$ cat config.mk
export PLATFORM = sky130hd
export DESIGN_NAME = dma_chan_slice
export DESIGN_NICKNAME = d
export VERILOG_FILES = /design/src/rtl/dma_slice_pkg.sv /design/src/rtl/dma_base_regs.sv /design/src/rtl/dma_mode_mask.sv /design/src/rtl/dma_xfer_engine.sv /design/src/rtl/dma_chan_slice.sv
export SDC_FILE = /design/constraint.sdc
export NUM_CORES = 1
export LEC_CHECK = 0
export ABC_CLOCK_PERIOD_IN_PS = 4000
export BUFFER_PORTS_ARGS = -buffer_cell sky130_fd_sc_hd__buf_2
export CELL_PAD_IN_SITES_DETAIL_PLACEMENT = 1
export CELL_PAD_IN_SITES_GLOBAL_PLACEMENT = 1
export CORE_MARGIN = 8
export CORE_UTILIZATION = 42
export DETAILED_ROUTE_END_ITERATION = 12
export PLACE_DENSITY_LB_ADDON = 0.1
export SYNTH_ARGS = -nofsm -noshare
export SYNTH_HDL_FRONTEND = slang
export SYNTH_HIERARCHICAL = 1
export SYNTH_SLANG_ARGS = --single-unit
export TNS_END_PERCENT = 50
$ cat constraint.sdc
create_clock -name clk -period 4 [get_ports clk]
set_input_delay 0.6 -clock clk [delete_from_list [all_inputs] [get_ports clk]]
set_output_delay 0.6 -clock clk [all_outputs]
set_load 0.02 [all_outputs]
$ cat src/rtl/dma_slice_pkg.sv
package dma_slice_pkg;
  localparam logic [2:0] PORT_ADDR   = 3'd0;
  localparam logic [2:0] PORT_COUNT  = 3'd1;
  localparam logic [2:0] PORT_PAGE   = 3'd2;
  localparam logic [2:0] PORT_MASK   = 3'd3;
  localparam logic [2:0] PORT_MODE   = 3'd4;
  localparam logic [2:0] PORT_PTRCLR = 3'd5;

  localparam logic [1:0] DIR_VERIFY   = 2'b00;
  localparam logic [1:0] DIR_TO_MEM   = 2'b01;
  localparam logic [1:0] DIR_FROM_MEM = 2'b10;
  localparam logic [1:0] DIR_ILLEGAL  = 2'b11;

  typedef struct packed {
    logic [1:0] kind;
    logic       down;
    logic       autoinit;
    logic [1:0] dir;
  } mode_t;

  function automatic mode_t unpack_mode(input logic [7:0] b);
    mode_t m;
    m.kind     = b[7:6];
    m.down     = b[5];
    m.autoinit = b[4];
    m.dir      = b[3:2];
    return m;
  endfunction
endpackage

$ cat src/rtl/dma_base_regs.sv
module dma_base_regs
  import dma_slice_pkg::*;
#(
  parameter int DW = 8,
  parameter int PW = 8
) (
  input  logic            clk,
  input  logic            rst_n,
  input  logic            wr_en,
  input  logic [2:0]      wr_port,
  input  logic [DW-1:0]   wr_data,
  output logic [2*DW-1:0] base_addr,
  output logic [2*DW-1:0] base_cnt,
  output logic [PW-1:0]   page,
  output logic            hi_ptr,
  output logic            addr_stb,
  output logic            cnt_stb
);
  localparam int LANES = 2;

  logic clr_stb, page_stb;

  assign addr_stb = wr_en && (wr_port == PORT_ADDR);
  assign cnt_stb  = wr_en && (wr_port == PORT_COUNT);
  assign clr_stb  = wr_en && (wr_port == PORT_PTRCLR);
  assign page_stb = wr_en && (wr_port == PORT_PAGE);

  always_ff @(posedge clk) begin
    if (!rst_n)                   hi_ptr <= 1'b0;
    else if (clr_stb)             hi_ptr <= 1'b0;
    else if (addr_stb || cnt_stb) hi_ptr <= ~hi_ptr;
  end

  for (genvar ln = 0; ln < LANES; ln++) begin : g_lane
    always_ff @(posedge clk) begin
      if (!rst_n) begin
        base_addr[ln*DW +: DW] <= '0;
        base_cnt[ln*DW +: DW]  <= '0;
      end else begin
        if (addr_stb && (hi_ptr == 1'(ln))) base_addr[ln*DW +: DW] <= wr_data;
        if (cnt_stb  && (hi_ptr == 1'(ln))) base_cnt[ln*DW +: DW]  <= wr_data;
      end
    end
  end

  always_ff @(posedge clk) begin
    if (!rst_n)        page <= '0;
    else if (page_stb) page <= wr_data[PW-1:0];
  end

  AST_LOW_WRITE_KEEPS_HIGH: assert property (@(posedge clk) disable iff (!rst_n)
    (addr_stb && !hi_ptr) |=> (base_addr[2*DW-1:DW] == $past(base_addr[2*DW-1:DW])));
  AST_PTR_CLEAR: assert property (@(posedge clk) disable iff (!rst_n)
    clr_stb |=> (!hi_ptr));
endmodule

$ cat src/rtl/dma_mode_mask.sv
module dma_mode_mask
  import dma_slice_pkg::*;
#(
  parameter int CHW     = 2,
  parameter int CHAN_ID = 2
) (
  input  logic       clk,
  input  logic       rst_n,
  input  logic       wr_en,
  input  logic [2:0] wr_port,
  input  logic [7:0] wr_data,
  input  logic       tc_mask_set,
  output mode_t      mode_q,
  output logic       masked
);
  localparam logic [CHW-1:0] MY_CH = CHW'(CHAN_ID);

  logic  ch_hit, mode_ok, mode_stb, mask_stb;
  mode_t mode_in;

  assign ch_hit   = (wr_data[CHW-1:0] == MY_CH);
  assign mode_in  = unpack_mode(wr_data);
  assign mode_ok  = (mode_in.dir != DIR_ILLEGAL);
  assign mode_stb = wr_en && (wr_port == PORT_MODE) && ch_hit && mode_ok;
  assign mask_stb = wr_en && (wr_port == PORT_MASK) && ch_hit;

  always_ff @(posedge clk) begin
    if (!rst_n)        mode_q <= '0;
    else if (mode_stb) mode_q <= mode_in;
  end

  always_ff @(posedge clk) begin
    if (!rst_n)           masked <= 1'b1;
    else if (tc_mask_set) masked <= 1'b1;
    else if (mask_stb)    masked <= wr_data[2];
  end

  AST_ILLEGAL_MODE_IGNORED: assert property (@(posedge clk) disable iff (!rst_n)
    (wr_en && wr_port == PORT_MODE && wr_data[3:2] == DIR_ILLEGAL) |=> $stable(mode_q));
  AST_FOREIGN_MASK_IGNORED: assert property (@(posedge clk) disable iff (!rst_n)
    (wr_en && wr_port == PORT_MASK && !ch_hit && !tc_mask_set) |=> $stable(masked));
endmodule

$ cat src/rtl/dma_xfer_engine.sv
module dma_xfer_engine #(
  parameter int DW = 8
) (
  input  logic            clk,
  input  logic            rst_n,
  input  logic            ack,
  input  logic            addr_stb,
  input  logic            cnt_stb,
  input  logic            hi_ptr,
  input  logic [DW-1:0]   wr_data,
  input  logic [2*DW-1:0] base_addr,
  input  logic [2*DW-1:0] base_cnt,
  input  logic            auto_init,
  input  logic            addr_down,
  output logic [2*DW-1:0] cur_addr,
  output logic [2*DW-1:0] cur_cnt,
  output logic            wrap_evt,
  output logic            tc
);
  localparam int RW = 2 * DW;

  function automatic logic [RW-1:0] step_addr(input logic [RW-1:0] a, input logic down);
    return down ? (a - 1'b1) : (a + 1'b1);
  endfunction

  function automatic logic [RW-1:0] dec_count(input logic [RW-1:0] c);
    return c - 1'b1;
  endfunction

  logic reload;

  assign wrap_evt = ack && (cur_cnt == '0);
  assign reload   = wrap_evt && auto_init;

  always_ff @(posedge clk) begin
    if (!rst_n) begin
      cur_addr <= '0;
      cur_cnt  <= '0;
      tc       <= 1'b0;
    end else begin
      tc <= wrap_evt;
      if (addr_stb)    cur_addr[hi_ptr*DW +: DW] <= wr_data;
      else if (reload) cur_addr <= base_addr;
      else if (ack)    cur_addr <= step_addr(cur_addr, addr_down);
      if (cnt_stb)     cur_cnt[hi_ptr*DW +: DW] <= wr_data;
      else if (reload) cur_cnt <= base_cnt;
      else if (ack)    cur_cnt <= dec_count(cur_cnt);
    end
  end

  AST_TC_COUNT_WRAPS: assert property (@(posedge clk) disable iff (!rst_n)
    (tc && !auto_init) |-> (cur_cnt == '1));
  AST_TC_RELOADS: assert property (@(posedge clk) disable iff (!rst_n)
    (tc && auto_init) |-> (cur_addr == base_addr && cur_cnt == base_cnt));
  AST_ACK_STEPS_COUNT: assert property (@(posedge clk) disable iff (!rst_n)
    (ack && cur_cnt != '0 && !cnt_stb) |=> (cur_cnt == $past(cur_cnt) - 1'b1));
endmodule

$ cat src/rtl/dma_chan_slice.sv
module dma_chan_slice
  import dma_slice_pkg::*;
#(
  parameter int DW      = 8,
  parameter int PW      = 8,
  parameter int CHW     = 2,
  parameter int CHAN_ID = 2
) (
  input  logic               clk,
  input  logic               rst_n,
  input  logic               wr_en,
  input  logic [2:0]         wr_port,
  input  logic [7:0]         wr_data,
  input  logic               dreq,
  output logic               dack,
  output logic               mem_wr,
  output logic               mem_rd,
  output logic               tc,
  output logic [2*DW+PW-1:0] xfer_addr,
  output logic [2*DW-1:0]    xfer_count,
  output logic               ch_masked,
  output logic [1:0]         xfer_dir,
  output logic               auto_init,
  output logic               addr_down,
  output logic [1:0]         xfer_kind,
  output logic               byte_hi
);
  localparam int RW = 2 * DW;

  logic [RW-1:0] base_addr, base_cnt, cur_addr;
  logic [PW-1:0] page;
  logic          addr_stb, cnt_stb, wrap_evt, tc_mask_set;
  mode_t         mode_q;

  dma_base_regs #(.DW(DW), .PW(PW)) u_regs (
    .clk(clk), .rst_n(rst_n), .wr_en(wr_en), .wr_port(wr_port),
    .wr_data(wr_data[DW-1:0]), .base_addr(base_addr), .base_cnt(base_cnt),
    .page(page), .hi_ptr(byte_hi), .addr_stb(addr_stb), .cnt_stb(cnt_stb)
  );

  dma_mode_mask #(.CHW(CHW), .CHAN_ID(CHAN_ID)) u_mode (
    .clk(clk), .rst_n(rst_n), .wr_en(wr_en), .wr_port(wr_port),
    .wr_data(wr_data), .tc_mask_set(tc_mask_set), .mode_q(mode_q),
    .masked(ch_masked)
  );

  assign dack        = dreq && !ch_masked && !wr_en;
  assign tc_mask_set = wrap_evt && !mode_q.autoinit;

  dma_xfer_engine #(.DW(DW)) u_eng (
    .clk(clk), .rst_n(rst_n), .ack(dack), .addr_stb(addr_stb),
    .cnt_stb(cnt_stb), .hi_ptr(byte_hi), .wr_data(wr_data[DW-1:0]),
    .base_addr(base_addr), .base_cnt(base_cnt), .auto_init(mode_q.autoinit),
    .addr_down(mode_q.down), .cur_addr(cur_addr), .cur_cnt(xfer_count),
    .wrap_evt(wrap_evt), .tc(tc)
  );

  assign xfer_addr = {page, cur_addr};
  assign mem_wr    = dack && (mode_q.dir == DIR_TO_MEM);
  assign mem_rd    = dack && (mode_q.dir == DIR_FROM_MEM);
  assign xfer_dir  = mode_q.dir;
  assign auto_init = mode_q.autoinit;
  assign addr_down = mode_q.down;
  assign xfer_kind = mode_q.kind;

  AST_TC_MASKS_CHANNEL: assert property (@(posedge clk) disable iff (!rst_n)
    (tc && !auto_init) |-> ch_masked);
  AST_AUTO_STAYS_OPEN: assert property (@(posedge clk) disable iff (!rst_n)
    (tc && auto_init) |-> !ch_masked);
  AST_MASKED_HOLDS_COUNT: assert property (@(posedge clk) disable iff (!rst_n)
    (ch_masked && !wr_en) |=> $stable(xfer_count));
endmodule

==> impl_metrics.tcl, run 1 <==
set metrics [dict create \
    status "completed" \
    vias 4549 \
    setup_slack_ns 1.24 \
    arrival_ns 2.98 \
    grt_usage_pct 21.0 \
    tns_ns 0 \
    slew_viol_final 0 \
    wirelength_mm 15.8 \
    insertion_delay_ns 0.34 \
    finClkSkew_ns 0.00751 \
    die_area_sq_um 15200 \
    grt_pass1_wl_mm 24.6 \
    syn_inst 560 \
    max_cap_violations 0 \
    p_leak_nw 2.51 \
    cts_tree "done" \
    fillers 1401 \
    ys_warn_count 6 \
    min_period_ns 2.76 \
    yosysMostFrequentCell "nand2_1" \
    relSlewSlack_pct 49.9 \
    yosys-top-cells-area "dfxtp_1 34%, mux2i_1 9.7%, nand2_1 7.5%" \
    h-tree-depth 3 \
    final.period_utilization_pct 69.0 \
    avgViaCountPerCell 5.99 \
    hp-class "flop to flop" \
    synth_top_cell_by_area "dfxtp_1" \
    dr.pass1.iters 7 \
    critical_path_class "flop to flop" \
    grt_pass1_vias 4492 \
    power.density_nw_per_um2 344 \
    ys_seq_elements 81 \
    ir_worst_vdd_mv 0.250 \
    wl_met3_um 994 \
    grt_max_degree 46 \
    worstPathMaxFanout 11 \
    fp.dieW_um 123 \
    synth_edf_count 0 \
    ios 67 \
    wl_met1_mm 7.75 \
    area_growth_pct 14.5 \
    synthTopCellsByCount "96 x nand2_1, 81 x dfxtp_1, 47 x mux2i_1" \
    rsz0062_at_grt "no" \
    rows 39 \
    cts_buffers 9 \
    worstMarginPinSlew_ns 0.752 \
    port_buffers 66 \
    synth_nets 591 \
    cp-end-kind "flop" \
    max_freq_mhz 362 \
    yosys.area.top_type_share_pct 33.6 \
    highest_layer "met4" \
    cts_hold_buffers 0 \
    finalNetCount 644 \
    ys_seq_area_share_pct 33.6 \
    antenna_left 0 \
    wl_per_cell_um 20.8 \
    clock_path_buffers 2 \
    avgSynthCellArea_sq_um 8.62 \
    hpwlAfterDp_mm 11.4 \
    layout-drive-gt1-share_pct 18.0 \
    overflow 0 \
    synth-async-reset-ratio_pct 0 \
    critPathRequiredTime_ns 4.22 \
    antenna_cells 0 \
    finalSetupViolCount 0 \
    hold_viol_final 0 \
    start_util_pct 42.6 \
    cp-start-kind "flop" \
    root_buffer "clkbuf_16" \
    path_clk_slew_ns 0.06 \
    grt_antenna_before_repair 0 \
    gp_congestion 0.833 \
    pre_cts_ws_ns 1.19 \
    synthFlopType "dfxtp_1" \
    clock_sinks 81 \
    syn-cell-area_sq_um 4830 \
    drtIter0Drc 353 \
    die_h_um 123 \
    cts_resized 0 \
    coreArea_sq_um 11300 \
    dr_wl_met2_mm 6.88 \
    synth_cell_types 69 \
    post_cts_buffers 0 \
    drcViolationCount 0 \
]
sequential cells by signal, indices dropped and copies added (netlist names):
name              count
u_regs/page           8
u_mode/masked         1
u_mode/mode_q         6
u_eng/cur_cnt        16
u_regs/base_addr     16
u_regs/base_cnt      16
u_regs/hi_ptr         1
u_eng/cur_addr       16
u_eng/tc              1
critical path, stage by stage, from the launching register on:
cell,delay (ns)
dfxtp_1,0.68
ha_1,0.38
a211o_1,0.33
a211o_1,0.30
and3_1,0.20
or4_1,0.47
a21oi_1,0.19
o21ai_1,0.07
cell families after synthesis:
| logic type | count (synthesis) | synth area share, % |
|---|---|---|
| flops | 81 | 33.6 |
| compound gates | 143 | 20.1 |
| simple gates | 219 | 25.1 |
| xor+xnor | 18 | 3.27 |
| mux | 48 | 9.98 |
| buf+inv | 35 | 3.60 |
| fa+ha+maj | 16 | 4.30 |
stage by stage:
stage	cells	hold slack (ns)	area, sq um	util [%]	total power [W]
finish	760	0.459	5530	48.8	0.00190
global route	760	0.475	5530	48.8	0.00197
CTS	760	0.465	5530	48.8	0.00191
detailed placement	745	0.450	5230	46.2	0.00108
global placement	745	0.441	5230	46.2	0.00108
floorplan	560	0.432	4830	-	0.00101
per-layer routing:
| metal | vias up | track usage, % |
|---|---|---|
| met5 | - | 0 |
| met4 | 0 | 5.94 |
| met3 | 18 | 4.89 |
| met2 | 150 | 30.8 |
| met1 | 2235 | 29.9 |
| li1 | 2146 | - |
final timing paths:
path / startpoint / slack (ns) / cells past startpoint / end
setup / recovery: u_mode/mode_q[3] / 1.24 / 7 / u_eng/cur_addr[12]
hold / removal: u_mode/mode_q[4] / 0.46 / 2 / u_mode/mode_q[4]
setup reg to reg: u_mode/mode_q[3] / 1.24 / 7 / u_eng/cur_addr[12]
hold reg to reg: u_mode/mode_q[4] / 0.46 / 2 / u_mode/mode_q[4]
final cells by class:
class / count / area (sq um) / area share (%)
clock buffer: 11 / 243 / 4.39
clock inverter: 4 / 52.6 / 0.950
inverter: 3 / 11.3 / 0.204
multi-input combinational: 444 / 3030 / 54.8
sequential: 81 / 1620 / 29.3
tap: 143 / 179 / 3.24
timing repair buffer: 74 / 390 / 7.06
power by group:
group | switching (W) | total (W) | internal (W)
logic | 0.000143 | 0.000229 | 0.0000861
registers | 0.0000176 | 0.000837 | 0.000820
clock network | 0.000334 | 0.000833 | 0.000500
placed cells by master (no fill, tap or decap), types with 10 or more instances in the layout:
master,count
nand2_1,96
dfxtp_1,81
buf_2,66
mux2i_1,47
a21oi_1,28
o21ai_0,28
nor2_1,27
nor2b_1,15
ha_1,15
a31oi_1,14
nand2b_1,13
o211ai_1,13
o22ai_1,10
(Power assumes the default switching activity.)
==> run 2, diff against run 1 <==
ABC_CLOCK_PERIOD_IN_PS = 2630   (was 4000)
clock period = 2.63 ns   (was 4 ns; I/O delays follow)
==> run 2 against run 1 <==
  * Cell count up 1.6%
  * Global-route usage rose by 0.95 points
  * Worst setup slack lost 0.98 ns
  * Die area is the same
  * Critical endpoint unchanged
  * Largest cell class unchanged
==> impl_metrics.tcl, run 2 (synthesized netlist as in run 1, its figures left out) <==
set metrics [dict create \
    critPathRequiredTime_ns 2.85 \
    relSlewSlack_pct 58.5 \
    p_leak_nw 2.58 \
    crit_start "u_mode/mode_q[3]" \
    finalNetCount 655 \
    grt_antenna_before_repair 1 \
    start_util_pct 42.6 \
    dr.pass1.iters 5 \
    mostFrequentLayoutCell "nand2_1" \
    instances_no_fill 772 \
    internal_power_w 0.00225 \
    final.period_utilization_pct 90.1 \
    mostFrequentLayoutCells "96 x nand2_1, 80 x dfxtp_1, 66 x buf_2, 47 x mux2i_1" \
    hold_start "wr_data[7]" \
    cts_buffers 9 \
    rows 39 \
    power.density_nw_per_um2 535 \
    drcViolationCount 0 \
    avgViaCountPerCell 5.91 \
    area_growth_pct 17.5 \
    coreArea_sq_um 11300 \
    grt_usage_pct 21.9 \
    finClkSkew_ns 0.00592 \
    dp.cells 756 \
    combPwrFrac_pct 12.2 \
    worstPathMaxFanout 7 \
    path_clk_slew_ns 0.06 \
    grt_pass1_vias 4646 \
    p_sw_share_pct 25.7 \
    root_buffer "clkbuf_16" \
    slew_viol_final 0 \
    ir_worst_vdd_mv 0.311 \
    die_h_um 123 \
    critPathMaxStageDelay_ns 0.46 \
    holdWs_ns 0.429 \
    min_period_ns 2.37 \
    critical_path_class "flop to flop" \
    p_seq_share_pct 42.0 \
    hp-class "primary input to flop" \
    clock_sinks 81 \
    fp.dieW_um 123 \
    max_cap_violations 0 \
    insertion_delay_ns 0.34 \
    wl_per_cell_um 21.2 \
    layout-drive-gt1-share_pct 19.9 \
    final_core_util_pct 50.1 \
    power.switching_w 0.000781 \
    finalSetupViolCount 0 \
    arrival_ns 2.59 \
    overflow 0 \
    tns_ns 0 \
    clockPowerShare_pct 45.8 \
    max_freq_mhz 422 \
    status "completed" \
    cts_resized 0 \
    gp_congestion 0.872 \
    wirelength_mm 16.4 \
    cts_tree "done" \
    cts_hold_buffers 0 \
    hpwlAfterDp_mm 11.9 \
    post_cts_buffers 0 \
    fin_total_pwr_w 0.00303 \
    rsz0062_at_grt "no" \
    antenna_left 0 \
    hold_viol_final 0 \
    drtIter0Drc 368 \
    worstMarginPinSlew_ns 0.622 \
    port_buffers 66 \
    h-tree-depth 3 \
    ios 67 \
    path_cells "fa_1 > a21o_1 > a211o_1 > and3_1 > or4_1 > a21oi_1 > o21ai_1" \
    cp-end-kind "flop" \
    grt_pass1_wl_mm 25.7 \
    cp-start-kind "flop" \
    grt_max_degree 40 \
    clock_path_buffers 2 \
    crit_slowest_cell "fa_1" \
    vias 4565 \
    r2r-start "u_mode/mode_q[3]" \
    die_area_sq_um 15200 \
    antenna_cells 0 \
]
## run 2: power groups by stage
stage	registers [W]	logic, W	clock network [W]
floorplan	0.00131	0.000218	0
global placement	0.00130	0.000356	0
detailed placement	0.00130	0.000363	0
CTS	0.00127	0.000367	0.00142
global route	0.00128	0.000400	0.00146
finish	0.00127	0.000370	0.00139
## run 2: layout make-up
cell class              count  area (sq um)
clock buffers              10           239
clock inverters             6          91.3
fillers                  1375          5650
inverters                   3          11.3
multi-input cells         444          3030
flip-flops and latches     81          1620
well taps                 143           179
repair buffers             85           498
## run 2: per-stage QoR
step	instance area (sq um)	setup slack (ns)
2_1_floorplan	4830	0.183
3_3_place_gp	5340	0.256
3_5_place_dp	5340	0.181
4_1_cts	5670	0.254
5_1_grt	5670	0.0806
6_report	5670	0.261
## run 2: critical path: cells and delay by family (launching register included)
| family | cells | cell delay (ns) |
|---|---|---|
| DFF | 1 | 0.37 |
| and+or+nand+nor | 2 | 0.64 |
| adders and majority gates | 1 | 0.46 |
| AOI/OAI and AO/OA | 4 | 0.78 |
## run 2: path summary, 6_finish.rpt
kind	slack (ns)	cells past startpoint	end
hold / removal	0.43	3	u_mode/mode_q[5]
hold reg to reg	0.46	2	u_regs/base_addr[2]
setup reg to reg	0.26	7	u_eng/cur_addr[12]
setup / recovery	0.26	7	u_eng/cur_addr[12]
## run 2: metal layers
metal / up-vias / routed length [um] / global-route usage [%]
li1: 2169 / - / -
met2: 137 / 7280 / 33.8
met4: 0 / 315 / 7.15
met3: 21 / 1010 / 4.75
met5: - / 0 / 0
met1: 2238 / 7780 / 29.8
